===== config.mk =====
export PLATFORM = sky130hd
export DESIGN_NAME = secded_protect
export DESIGN_NICKNAME = d
export VERILOG_FILES = /design/src/rtl/secded_pkg.sv /design/src/rtl/secded_encoder.sv /design/src/rtl/secded_syndrome.sv /design/src/rtl/secded_corrector.sv /design/src/rtl/secded_protect.sv
export SDC_FILE = /design/constraint.sdc
export NUM_CORES = 1
export LEC_CHECK = 0
export ABC_AREA = 1
export ABC_CLOCK_PERIOD_IN_PS = 1470
export BUFFER_PORTS_ARGS = -buffer_cell sky130_fd_sc_hd__buf_2
export CAP_MARGIN = 10
export CORE_ASPECT_RATIO = 0.9
export CORE_MARGIN = 4
export CORE_UTILIZATION = 45
export DETAILED_ROUTE_END_ITERATION = 12
export PLACE_DENSITY_LB_ADDON = 0.15
export SYNTH_ARGS = -nofsm -noshare
export SYNTH_HDL_FRONTEND = slang
export SYNTH_SLANG_ARGS = --single-unit
export TNS_END_PERCENT = 10

===== constraint.sdc =====
create_clock -name clk -period 1.47 [get_ports clk]
set_clock_uncertainty 0.15 [all_clocks]
set_input_delay 0.147 -clock clk [delete_from_list [all_inputs] [get_ports clk]]
set_output_delay 0.147 -clock clk [all_outputs]
set_load 0.01 [all_outputs]

===== src/rtl/secded_pkg.sv =====
// Package: shared sizing functions and position mapping for the SEC-DED codec.
// Assumes check bits occupy the power-of-two positions of a 1-based codeword.
package secded_pkg;

    localparam int DATA_W = 8;

    // Smallest number of check bits r with 2**r >= data + r + 1.
    function automatic int check_bits(input int dw);
        for (int r = 1; r < 16; r++) begin
            if ((1 << r) >= dw + r + 1) return r;
        end
        return 16;
    endfunction

    // True when a 1-based position holds a check bit.
    function automatic bit is_pow2(input int p);
        return (p > 0) && ((p & (p - 1)) == 0);
    endfunction

    // Data bit index stored at a non-power-of-two position p.
    function automatic int data_idx(input int p);
        return p - $clog2(p + 1) - 1;
    endfunction

    // 1-based codeword position of data bit d.
    function automatic int data_pos(input int d);
        int seen;
        seen = 0;
        for (int p = 1; p < 64; p++) begin
            if (!is_pow2(p)) begin
                if (seen == d) return p;
                seen++;
            end
        end
        return 0;
    endfunction

    // Decoder status carried through the output stage.
    typedef struct packed {
        logic err;
        logic corr;
        logic uncorr;
    } dec_flags_t;

endpackage


===== src/rtl/secded_encoder.sv =====
// Encoder: spreads data over the non-power-of-two positions, fills the
// check positions and appends whole-word even parity as the top bit.
// Assumes DATA_W fits within the positions left free by the check bits.
module secded_encoder #(
    parameter int DATA_W = secded_pkg::DATA_W
) (
    input  logic [DATA_W-1:0]                              data_i,
    output logic [DATA_W+secded_pkg::check_bits(DATA_W):0] cw_o
);
    import secded_pkg::*;

    localparam int CHK_W = check_bits(DATA_W);
    localparam int CW_W  = DATA_W + CHK_W;

    logic [CW_W-1:0]  spread;  // data in place, zero at check slots
    logic [CW_W-1:0]  frame;   // full Hamming codeword
    logic [CHK_W-1:0] par;

    for (genvar p = 1; p <= CW_W; p++) begin : g_pos
        if (is_pow2(p)) begin : g_chk
            assign spread[p-1] = 1'b0;
            assign frame[p-1]  = par[$clog2(p)];
        end else begin : g_dat
            assign spread[p-1] = data_i[data_idx(p)];
            assign frame[p-1]  = spread[p-1];
        end
    end

    // Check bit k covers every position whose index has bit k set.
    always_comb begin
        par = '0;
        for (int k = 0; k < CHK_W; k++) begin
            for (int p = 1; p <= CW_W; p++) begin
                if (((p >> k) & 1) != 0) par[k] = par[k] ^ spread[p-1];
            end
        end
    end

    assign cw_o = {^frame, frame};

endmodule


===== src/rtl/secded_syndrome.sv =====
// Syndrome unit: recomputes each check over the received codeword, including
// the stored check bit, and tests whole-word parity over all stored bits.
// Assumes the stored-word layout produced by secded_encoder.
module secded_syndrome #(
    parameter int DATA_W = secded_pkg::DATA_W
) (
    input  logic [DATA_W+secded_pkg::check_bits(DATA_W):0] cw_i,
    output logic [secded_pkg::check_bits(DATA_W)-1:0]      syn_o,
    output logic                                           par_fail_o
);
    import secded_pkg::*;

    localparam int CHK_W = check_bits(DATA_W);
    localparam int CW_W  = DATA_W + CHK_W;

    for (genvar k = 0; k < CHK_W; k++) begin : g_syn
        logic acc;
        // XOR of every position with bit k of its index set.
        always_comb begin
            acc = 1'b0;
            for (int p = 1; p <= CW_W; p++) begin
                if (((p >> k) & 1) != 0) acc = acc ^ cw_i[p-1];
            end
        end
        assign syn_o[k] = acc;
    end

    assign par_fail_o = ^cw_i;

endmodule


===== src/rtl/secded_corrector.sv =====
// Corrector: classifies the error from syndrome and parity, flips the named
// position for a single error and extracts the data bits.
// Assumes syndrome values above CW_W cannot name a real position.
module secded_corrector #(
    parameter int DATA_W = secded_pkg::DATA_W
) (
    input  logic [DATA_W+secded_pkg::check_bits(DATA_W):0] cw_i,
    input  logic [secded_pkg::check_bits(DATA_W)-1:0]      syn_i,
    input  logic                                           par_fail_i,
    output logic [DATA_W-1:0]                              data_o,
    output secded_pkg::dec_flags_t                         flags_o
);
    import secded_pkg::*;

    localparam int CHK_W = check_bits(DATA_W);
    localparam int CW_W  = DATA_W + CHK_W;

    logic [CW_W-1:0] hit;     // one-hot decode of the syndrome
    logic [CW_W-1:0] fixed;
    logic            syn_nz;
    logic            syn_oob;
    logic            single;
    logic            uncorr;

    for (genvar p = 1; p <= CW_W; p++) begin : g_hit
        assign hit[p-1] = (int'(syn_i) == p);
    end

    // Classify: odd parity with an in-range syndrome is a single error.
    always_comb begin
        syn_nz  = (syn_i != '0);
        syn_oob = (int'(syn_i) > CW_W);
        single  = par_fail_i && syn_nz && !syn_oob;
        uncorr  = syn_nz && (!par_fail_i || syn_oob);
    end

    // Repair only on a single in-range error.
    always_comb begin
        fixed = cw_i[CW_W-1:0] ^ (single ? hit : '0);
    end

    for (genvar d = 0; d < DATA_W; d++) begin : g_ext
        assign data_o[d] = fixed[data_pos(d)-1];
    end

    // A flipped parity bit alone (zero syndrome) still counts as repaired.
    always_comb begin
        flags_o.uncorr = uncorr;
        flags_o.corr   = par_fail_i && !uncorr;
        flags_o.err    = syn_nz || par_fail_i;
    end

endmodule


===== src/rtl/secded_protect.sv =====
// Top: SEC-DED encoder and decoder for memory words, with an optional
// register stage on the decoder outputs (synchronous active-low reset).
// Assumes the caller stores enc_cw_o unchanged and returns it on dec_cw_i.
module secded_protect #(
    parameter int DATA_W  = secded_pkg::DATA_W,
    parameter bit OUT_REG = 1'b1,
    localparam int CW_W   = DATA_W + secded_pkg::check_bits(DATA_W)
) (
    input  logic              clk,
    input  logic              rst_n,
    input  logic [DATA_W-1:0] enc_data_i,
    output logic [CW_W:0]     enc_cw_o,
    input  logic [CW_W:0]     dec_cw_i,
    output logic [DATA_W-1:0] dec_data_o,
    output logic              dec_err_o,
    output logic              dec_corr_o,
    output logic              dec_uncorr_o
);
    import secded_pkg::*;

    localparam int CHK_W = check_bits(DATA_W);

    logic [CHK_W-1:0]  syn;
    logic              par_fail;
    logic [DATA_W-1:0] data_c;
    dec_flags_t        flags_c;

    secded_encoder #(.DATA_W(DATA_W)) u_enc (
        .data_i (enc_data_i),
        .cw_o   (enc_cw_o)
    );

    secded_syndrome #(.DATA_W(DATA_W)) u_syn (
        .cw_i       (dec_cw_i),
        .syn_o      (syn),
        .par_fail_o (par_fail)
    );

    secded_corrector #(.DATA_W(DATA_W)) u_cor (
        .cw_i       (dec_cw_i),
        .syn_i      (syn),
        .par_fail_i (par_fail),
        .data_o     (data_c),
        .flags_o    (flags_c)
    );

    if (OUT_REG) begin : g_reg
        logic [DATA_W-1:0] data_q;
        dec_flags_t        flags_q;
        // Hold decoder results for one cycle; reset clears them.
        always_ff @(posedge clk) begin
            if (!rst_n) begin
                data_q  <= '0;
                flags_q <= '0;
            end else begin
                data_q  <= data_c;
                flags_q <= flags_c;
            end
        end
        assign dec_data_o   = data_q;
        assign dec_err_o    = flags_q.err;
        assign dec_corr_o   = flags_q.corr;
        assign dec_uncorr_o = flags_q.uncorr;
    end else begin : g_comb
        assign dec_data_o   = data_c;
        assign dec_err_o    = flags_c.err;
        assign dec_corr_o   = flags_c.corr;
        assign dec_uncorr_o = flags_c.uncorr;
    end

endmodule


Word-level counts from Yosys, hierarchy flattened. Cells that the tools add are included.

Equality and inequality tests: 12. Order comparisons: 1. Bitwise operators: 33. Reduce and logical (&&, ||, !) cells: 12. Muxes and demuxes: 1.

Operators by type and width (count): == test 4 bit (second input constant) (8); bitwise XOR 1 bit (32); XOR reduction 13 bit (1); == test 4 x 3 -> 1 bit (second input constant) (3); 2-to-1 mux 12 bit (1); XOR reduction 12 bit (1); bitwise XOR 12 bit (1); == test 4 x 2 -> 1 bit (second input constant) (1); greater-than comparator 4 bit (second input constant) (1); logical AND 1 bit (4); nonzero test 4 bit (1); zero test 1 bit (3); logical OR 1 bit (2).

Input bits: 23. Word-level logic and storage cells: 63. Output and inout port bits: 24. Bits in registers: 11.

Logic depth before layout (Yosys ltp).
Word-level depth: 10. Gate-level depth with buffers: 15. Gate-level depth less buffers: 14.

Hierarchy. A second synthesis with hierarchy kept.

Cells, all modules: 245. Area, all modules: 1413.9 um2.

Modules (own cells, without submodules): secded_syndrome (cells an instance 110, times used 1, area an instance 531.8 um2); secded_protect (cells an instance 34, times used 1, area an instance 314.1 um2); secded_encoder (cells an instance 49, times used 1, area an instance 286.5 um2); secded_corrector (cells an instance 52, times used 1, area an instance 281.5 um2).

Least setup slack after synthesis. No wires, ideal clock.

Path kind: input port to flip-flop. From: input port dec_cw_i[10]. To: register g_reg.data_q[4], in the netlist dec_data_o[4]. Path slack: -26 ps. Cell stages on the path: 14. Setup time: 113 ps. Path buffers: 1. Arrival time: 1233 ps. Cell sequence: buf_2 -> inv_2 -> nand2_1 -> nand2_1 -> nand2_1 -> nand3_1 -> nand2_1 -> inv_1 -> nand2_1 -> nand2_1 -> nor2_4 -> nand4_1 -> nand2_1 -> nor2_1.

Word-level cells in the longest chain between the ends: 7.

Ends and longest elaborated chain: start: declaration (line secded_protect.sv:13) `input logic [CW_W:0] dec_cw_i,`; bitwise XOR 1 bit (2 in series) (line secded_syndrome.sv:22) `if (((p >> k) & 1) != 0) acc = acc ^ cw_i[p-1];`; greater-than comparator 4 bit / nonzero test 4 bit (equally long branches) (line secded_corrector.sv:32, secded_corrector.sv:31); zero test 1 bit / logical AND 1 bit (equally long branches) (line secded_corrector.sv:33) `single = par_fail_i && syn_nz && !syn_oob;`; logical AND 1 bit (line secded_corrector.sv:33); 2-to-1 mux 12 bit (*) (line secded_corrector.sv:39) `fixed = cw_i[CW_W-1:0] ^ (single ? hit : '0);`; bitwise XOR 12 bit (*) (line secded_corrector.sv:39); end signal: assignment (line secded_protect.sv:56) `data_q <= data_c;`; end: declaration (line secded_protect.sv:48) `logic [DATA_W-1:0] data_q;`.

Mark *: on every way between the ends. The rest lies on a longest branch, timed or not. A chain may end at the register's enable or synchronous reset.

Worst setup path in the final report.
From: input port enc_data_i[2]. To: output port enc_cw_o[12].

Word-level cells in the longest chain between the ends: 5.

Ends and longest elaborated chain: start: declaration (line secded_protect.sv:11) `input logic [DATA_W-1:0] enc_data_i,`; bitwise XOR 1 bit (4 in series) (line secded_encoder.sv:34) `if (((p >> k) & 1) != 0) par[k] = par[k] ^ spread[p-1];`; XOR reduction 12 bit (*) (line secded_encoder.sv:39) `assign cw_o = {^frame, frame};`; end: declaration (line secded_protect.sv:12) `output logic [CW_W:0] enc_cw_o,`.

Marks and branches as above.

==> results.txt <==
hold depth: 3
most used cell, CP: xnor2_4
post-route cell area: 1853 sq um
CTS Buffer Depth: 2
hold path endpoint: dec_data_o[2]
Root Driver: clkbuf_4
Sum Neg Setup Slack: -0.03555 ns
share of cells above drive strength 1: 36.15%
post-synthesis async set-or-reset flop share: 0%
Routed wire per std cell: 9.833 microns
max incr delay on CP: 0.20 ns
Synth-to-Final Area Change: 43.09%
fmax: 664.2 MHz
Ports: 47
P_sw: 560.4 uW
Final Slew Violations: 0
Worst Path Required: 1.17 ns
Detail Route Antenna Nets: 0
Cell Pwr Density: 727.1 nW/um^2
Worst setup EP type: output port
Synth top area share: 28.70%
CP max FO: 3
# clock sinks: 11
setup ws final: -0.03555 ns
register share of total power: 24.3%
element type at the critical path start: primary input
P_int: 787.0 uW
drt pass-1 iters: 4
vias in the first global route: 1289
mean area per synthesized cell: 5.418 sq um
combinational share of power: 60.6%
part of the power in the clock network: 15.0%
sequential element share of the synthesized area: 17.00%
PortBufs: 46
largest net degree at the start of global routing: 10
Die H: 58.89 microns
Final period util: 102.4%
die width: 64.55 microns
Static Leak: 0.001041 uW
Cell Area, Synth: 1295 sq um
CTS tree: yes
Final setup violation count: 1
post-synthesis net count: 262
DRC violations left: 0
first-pass GRT wire length: 5250 microns
clk slew on worst S/H paths: 0.07 ns
core area: 2748 sq um
dpl cell area: 1637 sq um
violated checks: setup timing
Setup CP Type: in2out
Max-Cap Viols: 0
Via density: 4.595
clock buffers created by TritonCTS: 3
count leader, synth: nand2_1
First DRT Iteration DRCs: 71
nets@finish: 320
overall routing resource usage: 17.17%
initial antenna violation count: 0
Critical Path AT: 1.21 ns
Worst Tran Pin Value: 0.2569 ns
final wirelength: 3304 microns
fin crit period: 1.506 ns
Worst slew margin: 82.75%
Net Sw Frac: 41.59%
Critical-path top delay cell: xnor2_4
Post-synth EDFFs: 0
die area: 3801 sq um
post-synth cell types: 20
RSZ-0062 raised after global routing: yes
commonest cells in the synthesized netlist: nand2_1 (99), nor2_1 (31), inv_1 (26), nand3_1 (14), xnor2_1 (12)
gr ovfl total: 0
min-delay src: dec_cw_i[5]
Yosys reg bits: 11
ys flop type: dfxtp_1
Vias: 1544
Synth area leader: nand2_1
worst min path class: in2reg
H-tree levels: 1
Peak VDD IR: 0.0004706 V
Filler cells: 279
status: finished, violations left
sum of net half-perimeters after detailed placement: 2621 microns
Starting Density: 47.13%
Area contributors post-synth: nand2_1 (29%), dfxtp_1 (17%), nor2_1 (9.0%), xnor2_1 (8.1%), inv_1 (7.5%)
final weighted congestion in routability-driven placement: 0.8402
Final Hold Vio Count: 0
count of hold-fix buffers inserted at cts: 0
Yosys warnings: 0
Ant. Diodes: 0
crit-path cells: buf_6 > xnor2_4 > xnor2_4 > xnor2_4 > xor2_1 > nand2_1 > nand2_1 > inv_1 > buf_2
Site Rows: 18
Cells after Synth: 239
==> worst max-delay path: cells and delay by family <==
family,cells,cell delay (ns)
AND/OR/NAND/NOR,2,0.11
buffers and inverters,3,0.26
XOR/XNOR,4,0.68
==> worst max path at each step <==
stage | from | end | slack (ns)
after floorplan | dec_cw_i[8] | dec_data_o[0] | 0.03
after global placement | dec_cw_i[8] | dec_data_o[5] | -0.23
after detailed placement | dec_cw_i[8] | dec_data_o[4] | -0.24
after CTS | enc_data_i[2] | enc_cw_o[12] | -0.06
after global routing | dec_cw_i[6] | dec_data_o[1] | -0.12
final | enc_data_i[2] | enc_cw_o[12] | -0.04
==> power groups by stage <==
stage	Sequential, uW	Clock [uW]	Combinational [uW]
floorplan	350	0	454
global placement	334	0	693
detailed placement	335	0	701
CTS	328	207	755
global route	330	226	904
finish	328	202	817
==> metal layers <==
metal,vias to the layer above,global-route usage (%),wire [microns]
met4,0,0.9036,31
met5,-,0,0
met3,4,4.580,209
li1,832,-,-
met2,45,33.97,1610
met1,663,19.28,1452
==> per-stage QoR <==
| stage | cells | total power (uW) | utilization [%] | hold slack, ns | worst slack (ns) |
|---|---|---|---|---|---|
| 6_report | 336 | 1347 | 67.44 | 0.02212 | -0.03555 |
| 3_5_place_dp | 330 | 1036 | 59.56 | 0.3012 | -0.2357 |
| 2_1_floorplan | 239 | 803.8 | - | 0.1287 | 0.02732 |
| 4_1_cts | 335 | 1290 | 64.16 | 0.02010 | -0.05531 |
| 3_3_place_gp | 330 | 1027 | 59.56 | 0.3011 | -0.2258 |
| 5_1_grt | 336 | 1460 | 67.44 | 0.04330 | -0.1183 |
==> cell families (layout without fill, tap and decap cells) <==
group	count (synthesis)	count (layout)	synth area share (%)
compound gates	2	2	0.7730
simple gates	166	166	55.65
buf+inv	43	100	15.07
xor+xnor	17	17	11.50
flops	11	11	17.00
==> cell type report <==
class	count	area [sq um]	share of cell area, %
Inverter	31	116.4	6.280
Multi-Input combinational cell	185	1026	55.37
Tap cell	40	50.05	2.701
Sequential cell	11	220.2	11.88
Timing Repair Buffer	65	414.1	22.35
Clock buffer	4	26.28	1.418
==> placed cells by master, fill, tap and decap left out, types with 4 or more instances in the layout <==
master    n
inv_2     5
xnor2_4   4
buf_4    18
nand3_1  14
dfxtp_1  11
nand4_1   8
nand2_1  87
nand2_2  19
xor2_1    4
nor2_1   30
buf_2    42
xnor2_1   6
inv_1    26
==> state kept, by name, summed over array words and instances (netlist names) <==
signal and count:
dec_data_o 8, dec_err_o 1, dec_uncorr_o 1, dec_corr_o 1
==> timing repair <==
action                     4_1_cts  5_1_grt
hold endpoints to repair         0        0
gates resized for setup         15       18
buffers inserted                 1        1
setup endpoints to repair        1       10
pin swaps                        8        7
cloned                           0        0
(Power assumes the default switching activity.)
